**config.mk**
```make
export PLATFORM = sky130hd
export DESIGN_NAME = axi_burst_addr_gen
export DESIGN_NICKNAME = d
export VERILOG_FILES = /design/src/rtl/abg_pkg.sv /design/src/rtl/abg_next_addr.sv /design/src/rtl/abg_lane_mask.sv /design/src/rtl/abg_beat_ctrl.sv /design/src/rtl/axi_burst_addr_gen.sv
export SDC_FILE = /design/constraint.sdc
export NUM_CORES = 1
export LEC_CHECK = 0
export BUFFER_PORTS_ARGS = -buffer_cell sky130_fd_sc_hd__buf_2
export CAP_MARGIN = 20
export CORE_AREA = 2 2 126 128
export CTS_BUF_LIST = sky130_fd_sc_hd__clkbuf_8
export DETAILED_ROUTE_END_ITERATION = 12
export DIE_AREA = 0 0 128 130
export PLACE_DENSITY = 0.5
export SLEW_MARGIN = 0
export SYNTH_ARGS = -nofsm -noshare
export SYNTH_HDL_FRONTEND = slang
export SYNTH_SLANG_ARGS = --single-unit
export TNS_END_PERCENT = 10
```
**constraint.sdc**
```tcl
create_clock -name clk -period 5.03 [get_ports clk]
set_input_delay 1.006 -clock clk [delete_from_list [all_inputs] [get_ports clk]]
set_output_delay 1.006 -clock clk [all_outputs]
set_load 0.05 [all_outputs]
```
**src/rtl/abg_pkg.sv**
```systemverilog
package abg_pkg;
  localparam int PAGE_BITS = 12;
  localparam int LEN_W     = 4;
  localparam int SIZE_W    = 3;

  typedef enum logic [1:0] {
    BT_FIXED = 2'b00,
    BT_INCR  = 2'b01,
    BT_WRAP  = 2'b10,
    BT_RSVD  = 2'b11
  } burst_e;

  typedef struct packed {
    burst_e              btype;
    logic [SIZE_W-1:0]   size;
    logic [LEN_W-1:0]    len;
  } burst_cfg_t;
endpackage

```
**src/rtl/abg_next_addr.sv**
```systemverilog
module abg_next_addr
  import abg_pkg::*;
#(
  parameter int ADDR_W = 32
) (
  input  logic [ADDR_W-1:0] cur_addr,
  input  burst_cfg_t        cfg,
  output logic [ADDR_W-1:0] nxt_addr
);
  logic [PAGE_BITS-1:0] lo, step, aligned, bumped, wmask, wrapped;

  always_comb begin
    lo      = cur_addr[PAGE_BITS-1:0];
    step    = PAGE_BITS'(1) << cfg.size;
    aligned = lo & ~(step - PAGE_BITS'(1));
    bumped  = aligned + step;
    wmask   = ((PAGE_BITS'(cfg.len) + PAGE_BITS'(1)) << cfg.size) - PAGE_BITS'(1);
    wrapped = (lo & ~wmask) | (bumped & wmask);
    unique case (cfg.btype)
      BT_FIXED: nxt_addr = cur_addr;
      BT_WRAP:  nxt_addr = {cur_addr[ADDR_W-1:PAGE_BITS], wrapped};
      default:  nxt_addr = {cur_addr[ADDR_W-1:PAGE_BITS], bumped};
    endcase
  end
endmodule

```
**src/rtl/abg_lane_mask.sv**
```systemverilog
module abg_lane_mask
  import abg_pkg::*;
#(
  parameter int DATA_BYTES = 8,
  localparam int LANE_W    = $clog2(DATA_BYTES)
) (
  input  logic [LANE_W-1:0] addr_low,
  input  logic [SIZE_W-1:0] size,
  output logic [DATA_BYTES-1:0] strb
);
  localparam int CW = 9;
  logic [CW-1:0] nb, first, algn, stop;

  always_comb begin
    nb    = CW'(1) << size;
    first = CW'(addr_low);
    algn  = first & ~(nb - CW'(1));
    stop  = algn + nb;
  end

  for (genvar i = 0; i < DATA_BYTES; i++) begin : g_lane
    assign strb[i] = (CW'(i) >= first) && (CW'(i) < stop);
  end
endmodule

```
**src/rtl/abg_beat_ctrl.sv**
```systemverilog
module abg_beat_ctrl
  import abg_pkg::*;
(
  input  logic             clk,
  input  logic             rst,
  input  logic             start_valid,
  input  logic [LEN_W-1:0] start_len,
  input  logic             beat_adv,
  output logic             start_ready,
  output logic             load,
  output logic             advance,
  output logic             valid,
  output logic             last
);
  logic [LEN_W-1:0] idx_q, len_q;
  logic             taken;

  assign taken       = valid & beat_adv;
  assign start_ready = ~valid | (taken & last);
  assign load        = start_valid & start_ready;
  assign advance     = taken & ~last;

  always_ff @(posedge clk) begin
    if (rst) begin
      valid <= 1'b0;
      last  <= 1'b0;
      idx_q <= '0;
      len_q <= '0;
    end else if (load) begin
      valid <= 1'b1;
      idx_q <= '0;
      len_q <= start_len;
      last  <= (start_len == '0);
    end else if (taken) begin
      if (last) begin
        valid <= 1'b0;
        last  <= 1'b0;
      end else begin
        idx_q <= idx_q + LEN_W'(1);
        last  <= ((idx_q + LEN_W'(1)) == len_q);
      end
    end
  end
endmodule

```
**src/rtl/axi_burst_addr_gen.sv**
```systemverilog
module axi_burst_addr_gen
  import abg_pkg::*;
#(
  parameter int ADDR_W     = 32,
  parameter int DATA_BYTES = 8
) (
  input  logic                  clk,
  input  logic                  rst,
  input  logic                  start_valid,
  output logic                  start_ready,
  input  logic [ADDR_W-1:0]     start_addr,
  input  logic [3:0]            start_len,
  input  logic [2:0]            start_size,
  input  logic [1:0]            start_type,
  output logic                  beat_valid,
  input  logic                  beat_adv,
  output logic [ADDR_W-1:0]     beat_addr,
  output logic [DATA_BYTES-1:0] beat_strb,
  output logic                  beat_last
);
  localparam int LANE_W = $clog2(DATA_BYTES);

  burst_cfg_t            cfg_q, cfg_in;
  logic [ADDR_W-1:0]     addr_q, nxt_addr, mask_addr;
  logic [DATA_BYTES-1:0] strb_q, strb_nxt;
  logic [SIZE_W-1:0]     mask_size;
  logic                  load, advance;

  assign cfg_in = '{btype: burst_e'(start_type), size: start_size, len: start_len};

  abg_beat_ctrl u_ctrl (
    .clk         (clk),
    .rst         (rst),
    .start_valid (start_valid),
    .start_len   (start_len),
    .beat_adv    (beat_adv),
    .start_ready (start_ready),
    .load        (load),
    .advance     (advance),
    .valid       (beat_valid),
    .last        (beat_last)
  );

  abg_next_addr #(.ADDR_W(ADDR_W)) u_next (
    .cur_addr (addr_q),
    .cfg      (cfg_q),
    .nxt_addr (nxt_addr)
  );

  assign mask_addr = load ? start_addr : nxt_addr;
  assign mask_size = load ? start_size : cfg_q.size;

  abg_lane_mask #(.DATA_BYTES(DATA_BYTES)) u_mask (
    .addr_low (mask_addr[LANE_W-1:0]),
    .size     (mask_size),
    .strb     (strb_nxt)
  );

  always_ff @(posedge clk) begin
    if (rst) begin
      addr_q <= '0;
      strb_q <= '0;
      cfg_q  <= '0;
    end else if (load) begin
      addr_q <= start_addr;
      strb_q <= strb_nxt;
      cfg_q  <= cfg_in;
    end else if (advance) begin
      addr_q <= nxt_addr;
      strb_q <= strb_nxt;
    end
  end

  assign beat_addr = addr_q;
  assign beat_strb = strb_q;
endmodule

```
Word-level counts from Yosys, hierarchy flattened
Index checks and enable logic that the tools add are counted.
{"block": "classes", "n_lt_le_gt_ge": 16, "add_sub_neg": 7, "n_mux": 13, "n_bitwise": 15, "shift": 3, "reduce_logical": 16, "eq_ne": 2}
{"cell": "two-way mux 32 bit", "n": 2}
{"cell": "bitwise AND 12 bit", "n": 3}
{"cell": "< comparator 3 x 9 -> 1 bit (first input constant)", "n": 4}
{"cell": "inverter 12 bit", "n": 2}
{"cell": "case mux 12 bit (2 select lines)", "n": 1}
{"cell": "subtractor 12 x 1 -> 12 bit (second input constant)", "n": 2}
{"cell": "< comparator 1 x 9 -> 1 bit (first input constant)", "n": 2}
{"cell": "< comparator 2 x 9 -> 1 bit (first input constant)", "n": 2}
{"cell": "two-way mux 8 bit", "n": 2}
{"cell": "adder 12 bit", "n": 1}
{"cell": "greater-or-equal comparator 3 bit (first input constant)", "n": 4}
{"cell": "OR 12 bit", "n": 1}
{"cell": "<< shifter 1 x 3 -> 12 bit (first input constant)", "n": 1}
{"cell": "<< shifter 12 x 3 -> 12 bit", "n": 1}
{"cell": "adder 9 bit", "n": 1}
{"cell": "bitwise AND 3 x 9 -> 9 bit", "n": 1}
{"cell": "inverter 9 bit", "n": 1}
{"cell": "<< shifter 1 x 3 -> 9 bit (first input constant)", "n": 1}
{"cell": "subtractor 9 x 1 -> 9 bit (second input constant)", "n": 1}
{"cell": "logical AND 1 bit", "n": 8}
{"cell": "greater-or-equal comparator 1 x 3 -> 1 bit (first input constant)", "n": 2}
{"cell": "greater-or-equal comparator 2 x 3 -> 1 bit (first input constant)", "n": 2}
{"cell": "two-way mux 1 bit", "n": 6}
{"cell": "two-way mux 3 bit", "n": 2}
{"cell": "12 further kinds", "n": 19}
{"block": "totals", "out_inout_bits": 43, "ff_bits": 55, "word_cells": 80}

Logic depth before layout (Yosys ltp)
{"block": "logic_depth", "word_depth": 15, "mapped_depth": 17, "ltp_nobuf": 14}

Hierarchy
Synthesis repeated with hierarchy kept, for this count alone.
{"block": "hier_totals", "hier_cells": 553, "hier_area_um2": 4777.1}
{"module": "axi_burst_addr_gen", "seq_area_each_um2": 980.9, "area_per_inst_um2": 2197.1, "cells_per_inst": 211, "instances": 1}
{"module": "abg_next_addr", "seq_area_each_um2": 0.0, "area_per_inst_um2": 1710.4, "cells_per_inst": 237, "instances": 1}
{"module": "abg_beat_ctrl", "seq_area_each_um2": 200.2, "area_per_inst_um2": 511.7, "cells_per_inst": 51, "instances": 1}
{"module": "abg_lane_mask", "seq_area_each_um2": 0.0, "area_per_inst_um2": 357.8, "cells_per_inst": 54, "instances": 1}

Worst setup path after synthesis
No wires, ideal clock.
{"block": "synth_timing", "kind": "input to register", "from": "in beat_adv", "to": "reg strb_q[4], in the netlist beat_strb[4]", "cell_stages": 12, "required_ns": 4.961, "path_slack_ns": 1.515, "arrival_ns": 3.446, "cell_sequence": "a21boi_2 -> inv_1 -> nand2_2 -> mux2_2 -> o311a_1 -> xnor2_1 -> and2_1 -> ha_1 -> nor3_1 -> a2111oi_2 -> a22oi_1 -> o21ai_1"}
{"block": "synth_via", "elab_chain_len": 14}
{"element": "start, declared", "line_no": "axi_burst_addr_gen.sv:16", "source": "input logic beat_adv,"}
{"element": "bitwise AND 1 bit *", "line_no": "abg_beat_ctrl.sv:18", "source": "assign taken = valid & beat_adv;"}
{"element": "bitwise AND 1 bit *", "line_no": "abg_beat_ctrl.sv:19", "source": "assign start_ready = ~valid | (taken & last);"}
{"element": "OR 1 bit *", "line_no": "abg_beat_ctrl.sv:19"}
{"element": "via start_ready", "line_no": "axi_burst_addr_gen.sv:10", "source": "output logic start_ready,"}
{"element": "bitwise AND 1 bit *", "line_no": "abg_beat_ctrl.sv:20", "source": "assign load = start_valid & start_ready;"}
{"element": "two-way mux 3 bit", "line_no": "axi_burst_addr_gen.sv:51", "source": "assign mask_size = load ? start_size : cfg_q.size;"}
{"element": "<< shifter 1 x 3 -> 9 bit", "line_no": "abg_lane_mask.sv:15", "source": "nb = CW'(1) << size;"}
{"element": "subtractor 9 x 1 -> 9 bit", "line_no": "abg_lane_mask.sv:17", "source": "algn = first & ~(nb - CW'(1));"}
{"element": "inverter 9 bit", "line_no": "abg_lane_mask.sv:17"}
{"element": "bitwise AND 3 x 9 -> 9 bit", "line_no": "abg_lane_mask.sv:17"}
{"element": "adder 9 bit", "line_no": "abg_lane_mask.sv:18", "source": "stop = algn + nb;"}
{"element": "< comparator 3 x 9 -> 1 bit", "line_no": "abg_lane_mask.sv:22", "source": "assign strb[i] = (CW'(i) >= first) && (CW'(i) < stop);"}
{"element": "logical AND 1 bit", "line_no": "abg_lane_mask.sv:22"}
{"element": "two-way mux 8 bit", "line_no": "axi_burst_addr_gen.sv:68", "source": "end else if (advance) begin"}
{"element": "two-way mux 8 bit", "line_no": "axi_burst_addr_gen.sv:64", "source": "end else if (load) begin"}
{"element": "end signal, assigned", "line_no": "axi_burst_addr_gen.sv:66", "source": "strb_q <= strb_nxt;"}
{"element": "end signal, assigned", "line_no": "axi_burst_addr_gen.sv:70", "source": "strb_q <= strb_nxt;"}
{"element": "end, declared", "line_no": "axi_burst_addr_gen.sv:25", "source": "logic [DATA_BYTES-1:0] strb_q, strb_nxt;"}
The timed path passes the listed nets; every way through them passes the cells marked *. The select of a mux whose other input is x is not followed.
A chain may end at the register's enable or synchronous reset.

Worst setup path in the final report
{"block": "layout_timing", "from": "reg cfg_q[6] in the netlist's numbering", "to": "reg strb_q[1], in the netlist beat_strb[1]"}
{"block": "layout_via", "elab_chain_len": 15}
{"element": "start, declared", "line_no": "axi_burst_addr_gen.sv:23", "source": "burst_cfg_t cfg_q, cfg_in;"}
{"element": "start signal, assigned", "line_no": "axi_burst_addr_gen.sv:67", "source": "cfg_q <= cfg_in;"}
{"element": "<< shifter 1 x 3 -> 12 bit", "line_no": "abg_next_addr.sv:14", "source": "step = PAGE_BITS'(1) << cfg.size;"}
{"element": "subtractor 12 x 1 -> 12 bit", "line_no": "abg_next_addr.sv:15", "source": "aligned = lo & ~(step - PAGE_BITS'(1));"}
{"element": "inverter 12 bit", "line_no": "abg_next_addr.sv:15"}
{"element": "bitwise AND 12 bit", "line_no": "abg_next_addr.sv:15"}
{"element": "adder 12 bit", "line_no": "abg_next_addr.sv:16", "source": "bumped = aligned + step;"}
{"element": "bitwise AND 12 bit", "line_no": "abg_next_addr.sv:18", "source": "wrapped = (lo & ~wmask) | (bumped & wmask);"}
{"element": "OR 12 bit", "line_no": "abg_next_addr.sv:18"}
{"element": "case mux 12 bit (2 select lines)", "line_no": "abg_next_addr.sv:19", "source": "unique case (cfg.btype)"}
{"element": "two-way mux 3 bit", "line_no": "axi_burst_addr_gen.sv:50", "source": "assign mask_addr = load ? start_addr : nxt_addr;"}
{"element": "bitwise AND 3 x 9 -> 9 bit", "line_no": "abg_lane_mask.sv:17"}
{"element": "adder 9 bit", "line_no": "abg_lane_mask.sv:18"}
{"element": "< comparator 1 x 9 -> 1 bit", "line_no": "abg_lane_mask.sv:22"}
{"element": "logical AND 1 bit *", "line_no": "abg_lane_mask.sv:22"}
{"element": "two-way mux 8 bit", "line_no": "axi_burst_addr_gen.sv:68"}
{"element": "two-way mux 8 bit *", "line_no": "axi_burst_addr_gen.sv:64"}
Mark *: on every way between the ends. The rest lies on a longest branch, timed or not. The select of a mux whose other input is x is not followed.

==> qor.txt <==
H-tree depth -> 2
Max VDD drop -> 0.195 mV
YS warnings -> 0
Crit path max fanout -> 30
Comb pwr share -> 0.360
Post-Synth XOR/XNOR Area -> 0.0608
Total CTS buffers -> 5
Post-Synthesis Cells -> 557
Critical Path RT -> 5230 ps
Reg2Reg Launch Point -> cfg_q[6]
Drt pass-1 iters -> 5
Leak Pwr -> 1.91 nW
Rel. slew slack -> 0.308
Post-route cell area -> 4820 µm²
Post-synth ARST share -> 0
PortBufs -> 87
Largest net degree at the start of global routing -> 66
Post-synthesis adder-cell area fraction -> 0.0148
Via count -> 4363
Synth Flop Type -> dfxtp_1
R2R Setup Slk -> 1090 ps
Worst hold start -> beat_addr[17]
Synth Area in Simple Gates -> 0.271
GPL Wtd Cong -> 0.854
Die area -> 16600 µm²
Seq cells post-synth -> 55
DR DRC count -> 0
Seq/Total Area, Yosys -> 0.261
DRT antenna net count -> 0
Die width -> 128 µm
DRT Wirelength -> 12900 µm
Startpoint Class -> flop
Diodes inserted -> 0
Clock tree sinks -> 55
Clock Latency Late Sink -> 340 ps
Clock-pin slew on the worst setup and hold paths -> 120 ps
Fillers -> 1697
DR iter-0 viols -> 245
First-pass GRT wire length -> 21100 µm
Yosys cell types -> 88
CTS tree -> yes
Total negative setup slack -> 0 ps
Layout Skew -> 9.38 ps
Synth Area per Inst -> 7.58 µm²
I/O pins -> 88
Syn Nets -> 607
Hold path depth -> 2
Final Hold Fails -> 0
HPWL Detailed -> 9340 µm
Layout cells sized above 1 -> 0.222
Initial antenna violation count -> 0
Synth Area in Compound Gates -> 0.287
Commonest non-fill, non-tap cell in the layout -> buf_2
Synthesis-to-layout area growth -> 14.2%
Clock Tree Buf Depth -> 2
Slew @ Worst Pin -> 1040 ps
Initial core utilization -> 0.274
Post-CTS Setup Repair Bufs -> 0
Number of global-route vias before repair -> 4232
Row cnt -> 46
Post-synth EDFFs -> 0
Main combinational cell family by area after synthesis -> compound AO/OA/AOI/OAI gates
Final Non-Filler Cells -> 809
Setup CP Type -> reg -> reg
Placed cell area -> 4720 µm²
Post-cts resize count -> 0
Post-synthesis mux area share -> 0.0335
Hold Path End -> beat_addr[17]
Most frequent cells in the layout -> 87 x buf_2, 84 x nand2_1, 61 x a21oi_1
Setup violators final -> 0
Post-placement cell count -> 801
Crit path DAT -> 4150 ps
Seq pwr share -> 0.411
Switch share -> 0.424
Worst R2R End -> beat_strb[1]
Run status -> finished clean
Syn Std Cell Area -> 4220 µm²
Pins Over Slew Limit -> 0
Max-Cap Viols -> 0
Pwr per Cell Area -> 257 nW/µm²
Post-CTS Hold Fix Bufs -> 0
Avg WL per Cell -> 16.0 µm
Power share of the clock group -> 0.230
Die height -> 130 µm
Period Utilization, post-route -> 0.784
Crit path time final -> 3940 ps
Post-DR vias/cell -> 5.39
Internal cell power -> 715 µW
RSZ-0062 raised after global routing -> false
R2R cell count -> 11
Crit. End Element -> flop
NetSw -> 526 µW
Clock root buffer -> clkbuf_8
Fmax -> 254 MHz
GR Overflow Total -> 0
Min-Delay Path Class -> reg -> reg
Tot GR Track Use -> 0.157
# nets final -> 666
Core ar. -> 15400 µm²
==> synth_stat cells, types with 7 or more instances <==
| master | count | area (µm²) |
|---|---|---|
| nor2_1 | 50 | 188 |
| inv_1 | 11 | 41.3 |
| a21oi_1 | 61 | 305 |
| dfxtp_1 | 55 | 1100 |
| nand2_1 | 84 | 315 |
| clkbuf_1 | 24 | 90.1 |
| and2_1 | 8 | 50.1 |
| buf_6 | 7 | 78.8 |
| mux2i_1 | 7 | 70.1 |
| nor3_1 | 16 | 80.1 |
| nand2b_1 | 11 | 68.8 |
| xnor2_1 | 14 | 123 |
| nand3_1 | 8 | 40.0 |
| xor2_1 | 9 | 78.8 |
| o21ai_0 | 29 | 145 |
==> through the flow <==
| stage | power (mW) | util | hold slack [ps] | worst slack [ps] |
|---|---|---|---|---|
| after floorplan | 0.857 | - | 479 | 1520 |
| after global placement | 0.960 | 0.306 | 441 | 1190 |
| after detailed placement | 0.965 | 0.306 | 445 | 1120 |
| after CTS | 1.25 | 0.313 | 462 | 1130 |
| after global routing | 1.31 | 0.313 | 482 | 772 |
| final | 1.24 | 0.313 | 459 | 1090 |
==> state kept, by name, summed over array words and instances (netlist names) <==
register and count:
beat_strb 8, cfg_q 5, beat_addr 32, u_ctrl.valid 1, u_ctrl.len_q 4, u_ctrl.idx_q 4, u_ctrl.last 1
==> power by group through the flow <==
stage          Combinational [mW]  Clock (mW)  Sequential (mW)
2_1_floorplan               0.269           0            0.588
3_3_place_gp                0.441           0            0.519
3_5_place_dp                0.446           0            0.519
4_1_cts                     0.447       0.293            0.510
5_1_grt                     0.488       0.309            0.515
6_report                    0.447       0.285            0.509
==> per-layer routing <==
layer | vias up | global-route usage | part of all wire
met5 | - | 0 | 0
met4 | 0 | 0.0511 | 0.017
met3 | 16 | 0.0271 | 0.052
met2 | 142 | 0.275 | 0.48
met1 | 2060 | 0.197 | 0.45
li1 | 2145 | - | -
==> worst max-delay path, cell delays in order (launching register included) <==
cell and delay, ps:
dfxtp_1 1020, nor2_1 200, and3_1 250, ha_1 250, a21oi_1 140, o22ai_1 90, a211oi_2 280, o31ai_1 130
a21oi_2 500, mux2i_1 300, xor2_1 460, a311oi_1 170
==> area by class of cell <==
class | instances | area (µm²) | share of cell area
well taps | 192 | 240 | 0.0498
clock inverters | 3 | 27.5 | 0.00571
clock buffers | 5 | 68.8 | 0.0143
repair buffers | 97 | 510 | 0.106
multi-input cells | 445 | 2830 | 0.587
inverters | 12 | 45.0 | 0.00934
flip-flops and latches | 55 | 1100 | 0.228
==> worst max path at each step <==
stage	slack, ps	endpoint	startpoint
after floorplan	1520	beat_strb[4]	beat_adv
after global placement	1190	beat_strb[0]	beat_adv
after detailed placement	1120	beat_strb[5]	beat_adv
after CTS	1130	beat_strb[5]	cfg_q[6]
after global routing	770	beat_strb[5]	cfg_q[6]
final	1090	beat_strb[1]	cfg_q[6]
==> kinds of logic after synthesis <==
| kind of cell | Yosys count |
|---|---|
| DFF | 55 |
| muxes | 12 |
| and+or+nand+nor | 226 |
| buffers and inverters | 57 |
| xor gates and xnor gates | 25 |
| AOI/OAI and AO/OA | 177 |
| adders and majority gates | 5 |
No activity file was read; power rests on OpenSTA's default activity.
